===== src/rtl/rdma_pkg.sv =====
package rdma_pkg;
  typedef enum logic [1:0] {ST_IDLE, ST_FILL, ST_RD, ST_WR} xfer_st_e;

  localparam logic [3:0] RA_CMD    = 4'd0;
  localparam logic [3:0] RA_SA_LO  = 4'd1;
  localparam logic [3:0] RA_SA_HI  = 4'd2;
  localparam logic [3:0] RA_CNT_LO = 4'd3;
  localparam logic [3:0] RA_CNT_HI = 4'd4;
  localparam logic [3:0] RA_CUR_LO = 4'd5;
  localparam logic [3:0] RA_CUR_HI = 4'd6;
  localparam logic [3:0] RA_STAT   = 4'd7;
  localparam logic [3:0] RA_CFG    = 4'd8;

  localparam int DONE_BIT = 6;

  localparam logic [2:0] OP_READ  = 3'b001;
  localparam logic [2:0] OP_WRITE = 3'b010;
endpackage


===== src/rtl/rdma_regs.sv =====
module rdma_regs
  import rdma_pkg::*;
#(
  parameter int AW = 16,
  parameter int CW = 16
) (
  input  logic          clk_i,
  input  logic          rst_ni,
  input  logic          we_i,
  input  logic [3:0]    addr_i,
  input  logic [7:0]    wdata_i,
  output logic [7:0]    rdata_o,
  input  logic [AW-1:0] cur_addr_i,
  input  logic          done_i,
  output logic [AW-1:0] start_addr_o,
  output logic [CW-1:0] count_o,
  output logic          word_mode_o,
  output logic          go_rd_o,
  output logic          go_wr_o,
  output logic          abort_o,
  output logic          done_clr_o
);
  logic [7:0]    cmd_q;
  logic [AW-1:0] sa_q;
  logic [CW-1:0] cnt_q;
  logic          cfg_q;
  logic          page0, cmd_wr, pg_we;
  logic [2:0]    op;

  assign page0  = (cmd_q[7:6] == 2'b00);
  assign cmd_wr = we_i && (addr_i == RA_CMD);
  assign pg_we  = we_i && page0;
  assign op     = wdata_i[5:3];

  assign go_rd_o    = cmd_wr && (op == OP_READ);
  assign go_wr_o    = cmd_wr && (op == OP_WRITE);
  assign abort_o    = cmd_wr && op[2];
  assign done_clr_o = pg_we && (addr_i == RA_STAT) && wdata_i[DONE_BIT];

  always_ff @(posedge clk_i or negedge rst_ni) begin
    if (!rst_ni) begin
      cmd_q <= '0;
      sa_q  <= '0;
      cnt_q <= '0;
      cfg_q <= 1'b0;
    end else begin
      if (cmd_wr) cmd_q <= wdata_i;
      if (pg_we) begin
        case (addr_i)
          RA_SA_LO:  sa_q[7:0]     <= wdata_i;
          RA_SA_HI:  sa_q[AW-1:8]  <= wdata_i[AW-9:0];
          RA_CNT_LO: cnt_q[7:0]    <= wdata_i;
          RA_CNT_HI: cnt_q[CW-1:8] <= wdata_i[CW-9:0];
          RA_CFG:    cfg_q         <= wdata_i[0];
          default: ;
        endcase
      end
    end
  end

  always_comb begin
    rdata_o = '0;
    if (addr_i == RA_CMD) begin
      rdata_o = cmd_q;
    end else if (page0) begin
      case (addr_i)
        RA_SA_LO:  rdata_o = sa_q[7:0];
        RA_SA_HI:  rdata_o = sa_q[AW-1:8];
        RA_CNT_LO: rdata_o = cnt_q[7:0];
        RA_CNT_HI: rdata_o = cnt_q[CW-1:8];
        RA_CUR_LO: rdata_o = cur_addr_i[7:0];
        RA_CUR_HI: rdata_o = cur_addr_i[AW-1:8];
        RA_STAT:   rdata_o[DONE_BIT] = done_i;
        RA_CFG:    rdata_o[0] = cfg_q;
        default:   rdata_o = '0;
      endcase
    end
  end

  assign start_addr_o = sa_q;
  assign count_o      = cnt_q;
  assign word_mode_o  = cfg_q;
endmodule


===== src/rtl/rdma_xfer.sv =====
module rdma_xfer
  import rdma_pkg::*;
#(
  parameter int AW = 16,
  parameter int CW = 16
) (
  input  logic          clk_i,
  input  logic          rst_ni,
  input  logic          go_rd_i,
  input  logic          go_wr_i,
  input  logic          abort_i,
  input  logic          done_clr_i,
  input  logic [AW-1:0] start_addr_i,
  input  logic [CW-1:0] count_i,
  input  logic          word_mode_i,
  input  logic          dport_wr_i,
  input  logic          dport_rd_i,
  output xfer_st_e      st_o,
  output logic [AW-1:0] cur_addr_o,
  output logic [AW-1:0] next_addr_o,
  output logic          rd_step_o,
  output logic          wr_step_o,
  output logic          fill_o,
  output logic          done_o
);
  xfer_st_e      st_q;
  logic [AW-1:0] cur_q;
  logic [CW-1:0] rem_q;
  logic          done_q;
  logic [AW-1:0] astep;
  logic [CW-1:0] cstep;
  logic          go, cmd_any, last, step, done_set;

  assign astep   = word_mode_i ? AW'(2) : AW'(1);
  assign cstep   = word_mode_i ? CW'(2) : CW'(1);
  assign go      = go_rd_i || go_wr_i;
  assign cmd_any = go || abort_i;
  assign last    = (rem_q <= cstep);

  assign rd_step_o = (st_q == ST_RD) && dport_rd_i && !cmd_any;
  assign wr_step_o = (st_q == ST_WR) && dport_wr_i && !cmd_any;
  assign fill_o    = (st_q == ST_FILL);
  assign step      = rd_step_o || wr_step_o;
  assign done_set  = (go && (count_i == '0)) || (step && last);

  always_ff @(posedge clk_i or negedge rst_ni) begin
    if (!rst_ni) begin
      st_q  <= ST_IDLE;
      cur_q <= '0;
      rem_q <= '0;
    end else if (go) begin
      cur_q <= start_addr_i;
      rem_q <= count_i;
      if (count_i == '0) st_q <= ST_IDLE;
      else               st_q <= go_rd_i ? ST_FILL : ST_WR;
    end else if (abort_i) begin
      st_q <= ST_IDLE;
    end else begin
      if (st_q == ST_FILL) st_q <= ST_RD;
      if (step) begin
        cur_q <= cur_q + astep;
        rem_q <= last ? '0 : rem_q - cstep;
        if (last) st_q <= ST_IDLE;
      end
    end
  end

  // set has priority over software clear
  always_ff @(posedge clk_i or negedge rst_ni) begin
    if (!rst_ni)         done_q <= 1'b0;
    else if (done_set)   done_q <= 1'b1;
    else if (done_clr_i) done_q <= 1'b0;
  end

  assign st_o        = st_q;
  assign cur_addr_o  = cur_q;
  assign next_addr_o = cur_q + astep;
  assign done_o      = done_q;
endmodule


===== src/rtl/rdma_prefetch.sv =====
module rdma_prefetch #(
  parameter int DW = 16
) (
  input  logic          clk_i,
  input  logic          rst_ni,
  input  logic          load_i,
  input  logic          word_mode_i,
  input  logic [DW-1:0] mem_rdata_i,
  output logic [DW-1:0] data_o
);
  localparam int HW = DW / 2;
  logic [DW-1:0] buf_q;

  always_ff @(posedge clk_i or negedge rst_ni) begin
    if (!rst_ni)     buf_q <= '0;
    else if (load_i) buf_q <= word_mode_i ? mem_rdata_i : {{HW{1'b0}}, mem_rdata_i[HW-1:0]};
  end

  assign data_o = buf_q;
endmodule


===== src/rtl/rdma_port_engine.sv =====
module rdma_port_engine
  import rdma_pkg::*;
#(
  parameter int AW = 16,
  parameter int CW = 16,
  parameter int DW = 16
) (
  input  logic          clk_i,
  input  logic          rst_ni,
  input  logic          reg_we_i,
  input  logic [3:0]    reg_addr_i,
  input  logic [7:0]    reg_wdata_i,
  output logic [7:0]    reg_rdata_o,
  input  logic          dport_wr_i,
  input  logic          dport_rd_i,
  input  logic [DW-1:0] dport_wdata_i,
  output logic [DW-1:0] dport_rdata_o,
  output logic [AW-1:0] mem_addr_o,
  input  logic [DW-1:0] mem_rdata_i,
  output logic          mem_we_o,
  output logic [1:0]    mem_wstrb_o,
  output logic [DW-1:0] mem_wdata_o,
  output logic          done_o
);
  localparam int HW = DW / 2;

  logic [AW-1:0] start_addr, cur_addr, next_addr;
  logic [CW-1:0] count;
  logic          word_mode, go_rd, go_wr, abort, done_clr;
  logic          rd_step, wr_step, fill, done, busy;
  xfer_st_e      st;

  rdma_regs #(.AW(AW), .CW(CW)) u_regs (
    .clk_i, .rst_ni,
    .we_i(reg_we_i), .addr_i(reg_addr_i), .wdata_i(reg_wdata_i), .rdata_o(reg_rdata_o),
    .cur_addr_i(cur_addr), .done_i(done),
    .start_addr_o(start_addr), .count_o(count), .word_mode_o(word_mode),
    .go_rd_o(go_rd), .go_wr_o(go_wr), .abort_o(abort), .done_clr_o(done_clr)
  );

  rdma_xfer #(.AW(AW), .CW(CW)) u_xfer (
    .clk_i, .rst_ni,
    .go_rd_i(go_rd), .go_wr_i(go_wr), .abort_i(abort), .done_clr_i(done_clr),
    .start_addr_i(start_addr), .count_i(count), .word_mode_i(word_mode),
    .dport_wr_i, .dport_rd_i,
    .st_o(st), .cur_addr_o(cur_addr), .next_addr_o(next_addr),
    .rd_step_o(rd_step), .wr_step_o(wr_step), .fill_o(fill), .done_o(done)
  );

  rdma_prefetch #(.DW(DW)) u_pf (
    .clk_i, .rst_ni,
    .load_i(fill || rd_step), .word_mode_i(word_mode),
    .mem_rdata_i, .data_o(dport_rdata_o)
  );

  // on a read strobe, look one step ahead so the buffer reloads with the next item
  assign mem_addr_o  = rd_step ? next_addr : cur_addr;
  assign mem_we_o    = wr_step;
  assign mem_wstrb_o = wr_step ? (word_mode ? 2'b11 : 2'b01) : 2'b00;
  assign mem_wdata_o = word_mode ? dport_wdata_i : {{HW{1'b0}}, dport_wdata_i[HW-1:0]};
  assign done_o      = done;
  assign busy        = (st != ST_IDLE);
endmodule


===== config.mk =====
export PLATFORM = sky130hd
export DESIGN_NAME = rdma_port_engine
export DESIGN_NICKNAME = d
export VERILOG_FILES = /design/src/rtl/rdma_pkg.sv /design/src/rtl/rdma_regs.sv /design/src/rtl/rdma_xfer.sv /design/src/rtl/rdma_prefetch.sv /design/src/rtl/rdma_port_engine.sv
export SDC_FILE = /design/constraint.sdc
export NUM_CORES = 1
export LEC_CHECK = 0
export ABC_AREA = 1
export BUFFER_PORTS_ARGS = -buffer_cell sky130_fd_sc_hd__buf_4
export CAP_MARGIN = 20
export CORE_MARGIN = 1.5
export CORE_UTILIZATION = 36
export CTS_CLUSTER_DIAMETER = 100
export DETAILED_ROUTE_END_ITERATION = 7
export SETUP_SLACK_MARGIN = 0.2
export SYNTH_ARGS = -nofsm -noshare
export SYNTH_HDL_FRONTEND = slang
export SYNTH_HIERARCHICAL = 1
export SYNTH_SLANG_ARGS = --single-unit

===== constraint.sdc =====
create_clock -name clk_i -period 3.2 [get_ports clk_i]
set_clock_uncertainty 0.05 [all_clocks]
set_input_delay 0.64 -clock clk_i [delete_from_list [all_inputs] [get_ports clk_i]]
set_output_delay 0.64 -clock clk_i [all_outputs]
set_load 0.02 [all_outputs]

==> results.md <==
* CP Capture Type: output port
* Routed len/inst at 14.53 µm
* Leakage at 3.851 nW
* Core footprint at 15890 µm²
* Worst setup margin at 0.2994 ns
* Post-CTS Hold Fix Bufs at 0
* Yosys top cell area share at 0.3919
* Syn_nets at 924
* Vias per inst at 4.871
* Power density over cell area at 792.8 nW/µm²
* Finished Layout Cells at 1176
* CP Max Fanout at 3
* Leading area contributor after synthesis: dfrtp_1
* Fin. Hold Viols at 0
* Post-Synth XOR/XNOR Area at 0.01044
* Proportion of synthesized chip area in sequential cells at 0.3919
* YS warnings at 6
* Finish-stage setup viols at 0
* Gate count of the mapped netlist at 869
* I/O pin total at 109
* Post-Synth Simple-Gate Area at 0.4130
* Hold crit path type: in -> async
* Crit path required time at 2.51 ns
* Top_reg_cell synth: dfrtp_1
* I/O Buffers at 92
* Worst-path clk slew at 0.07 ns
* Post-synth EDFFs at 0
* Post-route antenna net violation count at 0
* Chip width at 130.7 µm
* Vias in the first global route at 5092
* Critical path type: reg -> out
* Status: complete, no violations
* Hpwl dp at 12520 µm
* Slowest cell delay on critical path at 0.42 ns
* CP arrival at 2.21 ns
* Root buffer cell: clkbuf_16
* Unique masters post-synth at 35
* Die Ht at 130.7 µm
* Actual slew at the worst max-slew pin at 0.7184 ns
* Synthesis-to-finish area growth at 21.92%
* Main combinational cell family by area after synthesis: simple AND/OR/NAND/NOR gates
* Skew-Pair Late Insertion Delay at 0.35 ns
* Inst Count DP at 1156
* N_diodes at 0
* FP Rows at 46
* Initial core utilization at 0.3698
* Worst slew margin at 0.5211
* Adder-cell area share of the yosys netlist at 0.01534
* DRT iter0 DRCs at 451
* GR Overflow Total at 0
* Dpl ws at 0.1892 ns
* Final WL at 17090 µm
* Total CTS buffers at 9
* Gr usage total at 0.2089
* #FFs+latches synth at 92
* Max frequency at 344.8 MHz
* Die Area at 17090 µm²
* First-pass GRT wire length at 27190 µm
* Unrepaired setup endpoints after global routing: no
* Most frequent cell after synthesis: nand2_1
* Initial antenna violation count at 0
* Via count at 5728
* Share of cells above drive strength 1 at 0.1885
* Max-cap violation count at 0
* Pre-antenna DRT Iters at 6
* Post-Synthesis Cell Area at 5874 µm²
* Layout Nets at 1010
* Largest buffer count on any clock path at 2
* Htree depth at 3
* TNS Setup at 0 ns
* TritonCTS clock tree: done
* Crit path cell chain: inv_2, ha_4, inv_2, fa_2, inv_1, nand3_2, nor2_2, nand4_1, nand2_2, nand2_1, nand2_1, buf_4
* Top post-synthesis cells by count: nand2_1 (353), nand3_1 (95), dfrtp_1 (92)
* Detailed-route DRC error count at 0
* Tcrit/Tclk final at 0.9064
* Asr flop ratio synth at 1.000
* Multiplexer area fraction after synthesis at 0
* Synth area leaders: dfrtp_1 (39%), nand2_1 (23%), nand3_1 (8.1%), nor2_1 (5.2%), inv_1 (5.0%)
* Fin crit period at 2.901 ns
* Slew Viols, Final at 0
* Clock sinks at 92
* Placer Congestion at 0.8398
* Syn avg cell area at 6.760 µm²
* Max IR drop VDD at 0.3471 mV
* Pin count of the biggest net entering global routing at 47
* CP max stage cell: fa_2
* Final hold slack at 0.2632 ns
* Layout Utilization at 0.4509
* Synth Area in Compound Gates at 0.06624
* Setup crit start kind: flop
## layout by cell type, fill, tap and decap left out, drive strengths merged
cell type,count
o21ai,55
o211ai,1
xor2,4
nor3,2
buf,115
nand3b,6
nand4,11
ha,4
nand2,360
dfrtp,92
a21boi,3
or2,3
xnor2,3
nand3,99
inv,85
bufinv,1
clkinv,3
clkbuf,10
a21oi,10
nor2,90
fa,2
and2,1
## metal layers
layer	global-route usage	vias to the layer above	part of all wire
met5	0	-	0
met4	0.05882	0	0.016
met3	0.03705	20	0.066
met2	0.3003	172	0.43
met1	0.3199	2647	0.49
li1	-	2889	-
## registers in the layout, indices dropped and copies added, names as in the netlist
signal / cells
u_regs/word_mode_o: 1
u_regs/start_addr_o: 16
u_pf/data_o: 16
u_regs/cmd_q: 8
u_regs/count_o: 16
u_xfer/done_o: 1
u_xfer/rem_q: 16
u_xfer/cur_addr_o: 16
u_xfer/st_o: 2
## worst paths after layout
kind,start,to,slack [ns],depth (start not counted)
setup / recovery,u_regs/word_mode_o,mem_addr_o[14],0.30,12
hold reg to reg,u_pf/data_o[1],u_pf/data_o[1],0.43,2
min in group clk_i,u_pf/data_o[1],u_pf/data_o[1],0.43,2
hold / removal,rst_ni,u_xfer/rem_q[3],0.26,1
max in group asynchronous,rst_ni,u_xfer/cur_addr_o[9],2.16,2
setup reg to reg,u_regs/word_mode_o,u_xfer/st_o[0],0.53,10
## logic make-up after synthesis
group | after synthesis
flip-flops | 92
AND/OR/NAND/NOR | 572
AO/OA/AOI/OAI | 69
XOR/XNOR | 7
adder cells (fa/ha/maj) | 6
buffers and inverters | 123
## worst max-delay path: cells and delay by family, from the launching register on
kind | cells | cell delay, ns
adder cells (fa/ha/maj) | 2 | 0.55
flip-flops | 1 | 0.39
buffers and inverters | 4 | 0.34
AND/OR/NAND/NOR | 6 | 0.58
## where the power goes
group          total, mW  internal [mW]  switching (mW)
Sequential          2.04           1.56           0.481
Clock               1.13          0.635           0.498
Combinational       2.51          0.984            1.53
Total               5.68           3.17            2.50
## area by class of cell
class / count / area (µm²)
Clock buffer: 10 / 239.0
Multi-Input combinational cell: 654 / 3047
Clock inverter: 6 / 70.07
Fill cell: 1700 / 8723
Timing Repair Buffer: 115 / 899.6
Inverter: 83 / 332.8
Tap cell: 216 / 270.3
Sequential cell: 92 / 2303
## per-stage QoR
stage | total power [mW] | cell area (µm²)
final | 5.678 | 7162
after global routing | 6.134 | 7162
after global placement | 4.455 | 6729
after detailed placement | 4.485 | 6729
after floorplan | 3.621 | 5884
after CTS | 5.649 | 7054
## repair_timing
action,CTS,global route
pin swaps,0,6
cloned,0,0
gates resized for setup,4,26
setup buffers,0,4
setup endpoints to repair,7,16
(Power assumes the default switching activity.)
